[src/rtl/spm_pkg.sv]
// Shared constants and types of the pin-mapped serial master.
// Assumes two banks of twelve pins; pin index p is bit p of the pin vectors.
package spm_pkg;
    localparam int BANK_PINS = 12;
    localparam int NUM_BANKS = 2;
    localparam int NUM_PINS  = BANK_PINS * NUM_BANKS;
    localparam int PIN_W     = $clog2(NUM_PINS + 1);

    // Pin indices of the four roles of one peripheral.
    typedef struct packed {
        logic [PIN_W-1:0] sclk;
        logic [PIN_W-1:0] sdi;
        logic [PIN_W-1:0] sdo;
        logic [PIN_W-1:0] cs;
    } pin_map_t;
endpackage

[src/rtl/spm_pinmap.sv]
// Per-peripheral pin map registers.
// Assumes the caller blocks writes while a transfer runs (lock input).
module spm_pinmap
    import spm_pkg::*;
#(
    parameter int NUM_DEV = 4,
    localparam int DEV_W  = $clog2(NUM_DEV)
) (
    input  logic                    clk,
    input  logic                    rst_n,
    input  logic                    wr_en,
    input  logic [DEV_W-1:0]        wr_dev,
    input  pin_map_t                wr_map,
    input  logic                    lock,
    output pin_map_t [NUM_DEV-1:0]  maps
);
    for (genvar d = 0; d < NUM_DEV; d++) begin : g_dev
        // Hold or update the map of peripheral d.
        always_ff @(posedge clk) begin
            if (!rst_n) begin
                maps[d].sclk <= PIN_W'(4 * d);
                maps[d].sdi  <= PIN_W'(4 * d + 1);
                maps[d].sdo  <= PIN_W'(4 * d + 2);
                maps[d].cs   <= PIN_W'(4 * d + 3);
            end else if (wr_en && !lock && (wr_dev == DEV_W'(d))) begin
                maps[d] <= wr_map;
            end
        end
    end
endmodule

[src/rtl/spm_shift_engine.sv]
// Clock generator and shifter of one serial transfer.
// Assumes start arrives only for a validated request while idle: div >= 1,
// 1 <= len <= MAX_BITS.
module spm_shift_engine #(
    parameter int DIV_W    = 8,
    parameter int MAX_BITS = 32,
    localparam int LEN_W   = $clog2(MAX_BITS + 1)
) (
    input  logic                clk,
    input  logic                rst_n,
    input  logic                start,
    input  logic [DIV_W-1:0]    div,
    input  logic                fall,
    input  logic [MAX_BITS-1:0] wdata,
    input  logic [LEN_W-1:0]    len,
    input  logic                sdi,
    output logic                active,
    output logic                done,
    output logic                sclk,
    output logic                sdo,
    output logic [MAX_BITS-1:0] rdata
);
    logic [DIV_W:0]       period;
    logic [DIV_W:0]       hi_len;
    logic [DIV_W:0]       lo_len;
    logic [MAX_BITS-1:0]  aligned;
    logic [DIV_W-1:0]     cnt;
    logic [DIV_W-1:0]     hi_m1;
    logic [DIV_W-1:0]     lo_m1;
    logic [LEN_W-1:0]     bits_left;
    logic [MAX_BITS-1:0]  shreg;
    logic                 fall_q;

    // Phase lengths and left-aligned write word of a new request.
    always_comb begin
        period  = {1'b0, div} + 1'b1;
        hi_len  = period >> 1;
        lo_len  = period - hi_len;
        aligned = wdata << (LEN_W'(MAX_BITS) - len);
    end

    // Phase counter, clock level, shift and capture registers.
    always_ff @(posedge clk) begin
        if (!rst_n) begin
            active    <= 1'b0;
            done      <= 1'b0;
            sclk      <= 1'b0;
            sdo       <= 1'b0;
            rdata     <= '0;
            cnt       <= '0;
            hi_m1     <= '0;
            lo_m1     <= '0;
            bits_left <= '0;
            shreg     <= '0;
            fall_q    <= 1'b0;
        end else begin
            done <= 1'b0;
            if (!active) begin
                if (start) begin
                    active    <= 1'b1;
                    sclk      <= 1'b0;
                    hi_m1     <= DIV_W'(hi_len - 1'b1);
                    lo_m1     <= DIV_W'(lo_len - 1'b1);
                    cnt       <= DIV_W'(lo_len - 1'b1);
                    bits_left <= len;
                    shreg     <= aligned;
                    sdo       <= aligned[MAX_BITS-1];
                    rdata     <= '0;
                    fall_q    <= fall;
                end
            end else if (cnt != '0) begin
                cnt <= cnt - 1'b1;
            end else if (!sclk) begin
                if (bits_left == '0) begin
                    active <= 1'b0;
                    done   <= 1'b1;
                end else begin
                    sclk <= 1'b1;
                    cnt  <= hi_m1;
                    if (!fall_q) rdata <= {rdata[MAX_BITS-2:0], sdi};
                end
            end else begin
                sclk      <= 1'b0;
                cnt       <= lo_m1;
                bits_left <= bits_left - 1'b1;
                shreg     <= shreg << 1;
                sdo       <= (bits_left == LEN_W'(1)) ? 1'b0 : shreg[MAX_BITS-2];
                if (fall_q) rdata <= {rdata[MAX_BITS-2:0], sdi};
            end
        end
    end
endmodule

[src/rtl/spm_pin_router.sv]
// Places the clock, output and select levels onto pin indices and picks
// the input pin of the active peripheral.
// Assumes roles of one transfer do not share a pin; shared pins OR together.
module spm_pin_router
    import spm_pkg::*;
#(
    parameter int NUM_DEV = 4,
    localparam int DEV_W  = $clog2(NUM_DEV)
) (
    input  pin_map_t [NUM_DEV-1:0]  maps,
    input  logic                    active,
    input  logic [DEV_W-1:0]        act_dev,
    input  logic                    sclk,
    input  logic                    sdo,
    input  logic [NUM_PINS-1:0]     gpio_in,
    output logic [NUM_PINS-1:0]     pin_out,
    output logic                    sdi
);
    pin_map_t cur;

    // Build the pin vector from all selects and the active clock and output.
    always_comb begin
        cur     = maps[act_dev];
        pin_out = '0;
        for (int d = 0; d < NUM_DEV; d++) begin
            if ((int'(maps[d].cs) < NUM_PINS) && !(active && (act_dev == DEV_W'(d))))
                pin_out[maps[d].cs] = 1'b1;
        end
        if (active && (int'(cur.sclk) < NUM_PINS))
            pin_out[cur.sclk] = pin_out[cur.sclk] | sclk;
        if (active && (int'(cur.sdo) < NUM_PINS))
            pin_out[cur.sdo] = pin_out[cur.sdo] | sdo;
    end

    // Read the input pin of the active peripheral, 0 when unconnected.
    always_comb begin
        sdi = 1'b0;
        if (int'(cur.sdi) < NUM_PINS) sdi = gpio_in[cur.sdi];
    end
endmodule

[src/rtl/spi_pinmap_master.sv]
// Top of the pin-mapped serial master: request check, peripheral latch,
// pin maps, shift engine and pin router.
// Assumes req_valid and cfg_we are single-cycle strobes.
module spi_pinmap_master
    import spm_pkg::*;
#(
    parameter int NUM_DEV  = 4,
    parameter int DIV_W    = 8,
    parameter int MAX_BITS = 32,
    localparam int DEV_W   = $clog2(NUM_DEV),
    localparam int LEN_W   = $clog2(MAX_BITS + 1)
) (
    input  logic                clk,
    input  logic                rst_n,
    input  logic                cfg_we,
    input  logic [DEV_W-1:0]    cfg_dev,
    input  logic [PIN_W-1:0]    cfg_sclk_pin,
    input  logic [PIN_W-1:0]    cfg_sdi_pin,
    input  logic [PIN_W-1:0]    cfg_sdo_pin,
    input  logic [PIN_W-1:0]    cfg_cs_pin,
    input  logic                req_valid,
    input  logic [DEV_W:0]      req_dev,
    input  logic [DIV_W-1:0]    req_div,
    input  logic                req_fall,
    input  logic [MAX_BITS-1:0] req_wdata,
    input  logic [LEN_W-1:0]    req_len,
    input  logic [NUM_PINS-1:0] gpio_in,
    output logic [NUM_PINS-1:0] pin_out,
    output logic                busy,
    output logic                done,
    output logic                err,
    output logic [MAX_BITS-1:0] rdata
);
    pin_map_t [NUM_DEV-1:0] maps;
    pin_map_t               wr_map;
    logic                   req_bad;
    logic                   start;
    logic [DEV_W-1:0]       act_dev;
    logic                   sclk_lvl;
    logic                   sdo_lvl;
    logic                   sdi_lvl;

    // Classify a request taken while idle.
    always_comb begin
        req_bad = (int'(req_dev) >= NUM_DEV) || (req_len == '0) ||
                  (int'(req_len) > MAX_BITS) || (req_div == '0);
        start   = req_valid && !busy && !req_bad;
        wr_map  = '{sclk: cfg_sclk_pin, sdi: cfg_sdi_pin, sdo: cfg_sdo_pin, cs: cfg_cs_pin};
    end

    // Error pulse and latch of the active peripheral number.
    always_ff @(posedge clk) begin
        if (!rst_n) begin
            err     <= 1'b0;
            act_dev <= '0;
        end else begin
            err <= req_valid && !busy && req_bad;
            if (start) act_dev <= DEV_W'(req_dev);
        end
    end

    spm_pinmap #(.NUM_DEV(NUM_DEV)) map_i (
        .clk    (clk),
        .rst_n  (rst_n),
        .wr_en  (cfg_we),
        .wr_dev (cfg_dev),
        .wr_map (wr_map),
        .lock   (busy),
        .maps   (maps)
    );

    spm_shift_engine #(.DIV_W(DIV_W), .MAX_BITS(MAX_BITS)) eng_i (
        .clk    (clk),
        .rst_n  (rst_n),
        .start  (start),
        .div    (req_div),
        .fall   (req_fall),
        .wdata  (req_wdata),
        .len    (req_len),
        .sdi    (sdi_lvl),
        .active (busy),
        .done   (done),
        .sclk   (sclk_lvl),
        .sdo    (sdo_lvl),
        .rdata  (rdata)
    );

    spm_pin_router #(.NUM_DEV(NUM_DEV)) rte_i (
        .maps    (maps),
        .active  (busy),
        .act_dev (act_dev),
        .sclk    (sclk_lvl),
        .sdo     (sdo_lvl),
        .gpio_in (gpio_in),
        .pin_out (pin_out),
        .sdi     (sdi_lvl)
    );
endmodule

[config.mk]
export PLATFORM = sky130hd
export DESIGN_NAME = spi_pinmap_master
export DESIGN_NICKNAME = d
export VERILOG_FILES = /design/src/rtl/spm_pkg.sv /design/src/rtl/spm_pinmap.sv /design/src/rtl/spm_shift_engine.sv /design/src/rtl/spm_pin_router.sv /design/src/rtl/spi_pinmap_master.sv
export SDC_FILE = /design/constraint.sdc
export NUM_CORES = 1
export LEC_CHECK = 0
export CORE_MARGIN = 5
export CORE_UTILIZATION = 45
export CTS_BUF_LIST = sky130_fd_sc_hd__clkbuf_16
export DETAILED_ROUTE_END_ITERATION = 8
export DONT_BUFFER_PORTS = 1
export MAX_ROUTING_LAYER = met4
export PLACE_DENSITY = 0.63
export SYNTH_ARGS = -nofsm -noshare
export SYNTH_HDL_FRONTEND = slang
export SYNTH_SLANG_ARGS = --single-unit
[constraint.sdc]
create_clock -name clk -period 4.46 [get_ports clk]
set_clock_uncertainty 0.2 [all_clocks]
set_input_delay 0.669 -clock clk [delete_from_list [all_inputs] [get_ports clk]]
set_output_delay 0.669 -clock clk [all_outputs]
set_load 0.02 [all_outputs]
==> run summary <==
Clock H-tree levels = 4
root buffer cell = clkbuf_16
Yosys top cell area share = 0.297
maximum VDD drop = 0.291 mV
overall routed net length = 41000 um
Worst Path Arrival = 3.52 ns
Worst setup SP type = flip-flop
worst-path cell chain = clkbuf_4 -> mux4_2 -> nor2_4 -> nand2_4 -> nor3_4 -> o32ai_1 -> a211o_1 -> a221oi_2 -> nor4_4 -> buf_4 -> a31oi_4
sequential fraction of the synthesis area = 0.297
Worst Tran Pin Value = 1.21 ns
final setup margin = 0.0702 ns
Post-Synth XOR/XNOR Area = 0.0223
Fill cells = 2587
Syn Inst Count = 1660
Async SR Flop Fraction = 0
#FFs+latches synth = 181
Synth Area in Compound Gates = 0.199
total congestion overflow = 0
simple-gate share of the synthesized area = 0.301
Skew-Pair Late Insertion Delay = 0.45 ns
CTS Sinks = 181
clock period minus worst slack = 4.39 ns
Die ar. = 30500 um^2
Total GRT Usage = 0.262
Final setup viols = 0
Final nets = 1775
pwr/cell area = 318 nW/um^2
first-pass GRT wire length = 63900 um
Detailed Place HPWL = 28900 um
status = complete, no violations
TritonCTS clock tree = yes
Top Family by Delay on Critical Path = compound AO/OA/AOI/OAI gates
leading area contributor after synthesis = dfxtp_1
critical path endpoint category = output pin
DIE WIDTH = 175 um
First-pass DRT Iterations = 6
Post-Synth Adder-Cell Area = 0.0232
Max-slew headroom = 0.192
Syn. warnings = 0
Via density = 6.23
RSZ-0062 raised after global routing = yes
area grow syn2layout = 13.6%
Final Cycle Share = 0.984
area of the multi-input gates = 8320 um^2
Worst Hold Class = input pin to flip-flop
CP max stage delay = 0.65 ns
kind of critical path = flip-flop to output pin
hold buffers post-CTS = 0
initial antenna violation count = 0
CP bufs+invs = 2
input/output buffers = 0
Core Rows = 60
synth unique cells = 71
remaining antenna violation count = 0
Worst path slowest cell = mux4_2
EDFF count, synth = 0
max-cap viol count = 0
wire per inst = 20.4 um
total CTS buffers = 17
critical path fanouts, max = 7
Pleak = 5.09 nW
Detailed Route Iter0 Violations = 1422
vias in the first global route = 11734
Fmax achieved = 228 MHz
starting density of the core = 0.455
leading cell type in the layout, fill and taps excluded = nand2_1
Core Util, Final = 0.516
Syn Area/Cell = 7.34 um^2
Main synth FF type = dfxtp_1
Final Hold Fails = 0
pin count of the biggest net entering global routing = 90
Worst R2R Start = act_dev[0]
Longest Clk Path Bufs = 2
required time of the critical path = 3.59 ns
via count = 12507
register area = 3630 um^2
largest family of logic cells by synthesized area = simple AND/OR/NAND/NOR gates
Slew Viols, Final = 0
clock slew at reported path FFs = 0.09 ns
mux contribution to synthesized area = 0.108
pre-CTS WS = 0.172 ns
Netlist Area Pre-Place = 12200 um^2
Die Y = 175 um
crit path launch = act_dev[0]
Antenna diodes = 0
Synth Net Count = 1782
commonest non-fill, non-tap cells in the layout = nand2_1, nor2_1, dfxtp_1, a21oi_1, nand3_1
core footprint = 26800 um^2
hold path start = cfg_cs_pin[2]
drt drc = 0
gpl congestion = 0.988
IO Count = 159
top post-synthesis cells by area = dfxtp_1, nand2_1, a21oi_1
ratio of cells with drive above 1 in the final layout = 0.139
==> area by class of cell <==
cell class	count	share of cell area
clock inverters	15	0.0149
inverters	31	0.00859
flip-flops and latches	181	0.262
clock buffers	17	0.0307
well taps	341	0.0308
multi-input cells	1330	0.601
repair buffers	92	0.0515
==> sequential cells by signal, summed over array words and instances, names as in the netlist <==
name	cells
eng_i.sclk	1
eng_i.done	1
eng_i.active	1
eng_i.fall_q	1
eng_i.sdo	1
eng_i.rdata	32
eng_i.bits_left	6
eng_i.shreg	31
err	1
act_dev	2
map_i.maps	80
eng_i.cnt	8
eng_i.hi_m1	8
eng_i.lo_m1	8
==> worst register-to-register path, cell delays in order, from the launching register on <==
cell	delay, ns
dfxtp_4	0.40
clkbuf_4	0.21
buf_8	0.18
mux4_2	0.66
mux4_2	0.46
mux2_2	0.26
o21ai_0	0.22
o21ai_0	0.28
a22oi_1	0.21
nor2_1	0.05
==> where the power goes <==
| group | total, mW | internal [mW] | switching, mW |
|---|---|---|---|
| clock network | 1.59 | 0.785 | 0.808 |
| logic | 1.05 | 0.399 | 0.655 |
| registers | 1.75 | 1.69 | 0.0652 |
==> kinds of logic (layout without fill, tap and decap cells) <==
logic type,Yosys count,after routing
and+or+nand+nor,799,801
AOI/OAI and AO/OA,384,384
DFF,181,181
buffers and inverters,152,155
muxes,91,92
xor gates and xnor gates,31,31
adders and majority gates,22,22
==> routing by layer <==
| layer | up-vias | share of wire | track usage |
|---|---|---|---|
| met4 | 0 | 0.042 | 0.114 |
| met1 | 5867 | 0.41 | 0.323 |
| met5 | - | 0 | - |
| li1 | 6030 | - | - |
| met3 | 128 | 0.058 | 0.0415 |
| met2 | 482 | 0.48 | 0.425 |
==> cell usage after synthesis (21+ instances only) <==
library cell	number
nor2_1	189
nor2b_1	28
dfxtp_1	181
nand4_1	58
nand3_1	106
a21oi_1	161
mux4_2	31
ha_1	21
a22oi_1	39
clkbuf_1	99
inv_1	29
a211oi_1	43
nor3_1	54
nand2_1	299
o21ai_0	43
mux2i_1	50
==> repair_timing <==
item | in CTS | in global routing
buffers inserted | 2 | 14
resized for setup | 14 | 59
setup endpoints to repair | 22 | 22
pin swaps | 1 | 12
cloned | 0 | 4
==> path summary, 6_finish.rpt <==
path | depth (start not counted) | end | slack [ns]
setup reg to reg | 9 | eng_i.rdata[0] | 1.18
hold reg to reg | 2 | eng_i.hi_m1[1] | 0.25
hold / removal | 2 | map_i.maps[22] | 0.14
setup / recovery | 11 | pin_out[17] | 0.07
==> metrics by stage <==
stage / power (mW) / instances / area [um^2] / hold slack, ns / setup TNS (ns)
2_1_floorplan: 2.53 / 1660 / 12200 / 0.232 / 0
3_3_place_gp: 2.78 / 1955 / 12700 / 0.241 / 0
3_5_place_dp: 2.78 / 1955 / 12700 / 0.242 / 0
4_1_cts: 4.37 / 1989 / 13400 / 0.100 / -0.205
5_1_grt: 4.61 / 2007 / 13800 / 0.106 / -0.284
6_report: 4.40 / 2007 / 13800 / 0.136 / 0
No activity file was read; power rests on OpenSTA's default activity.
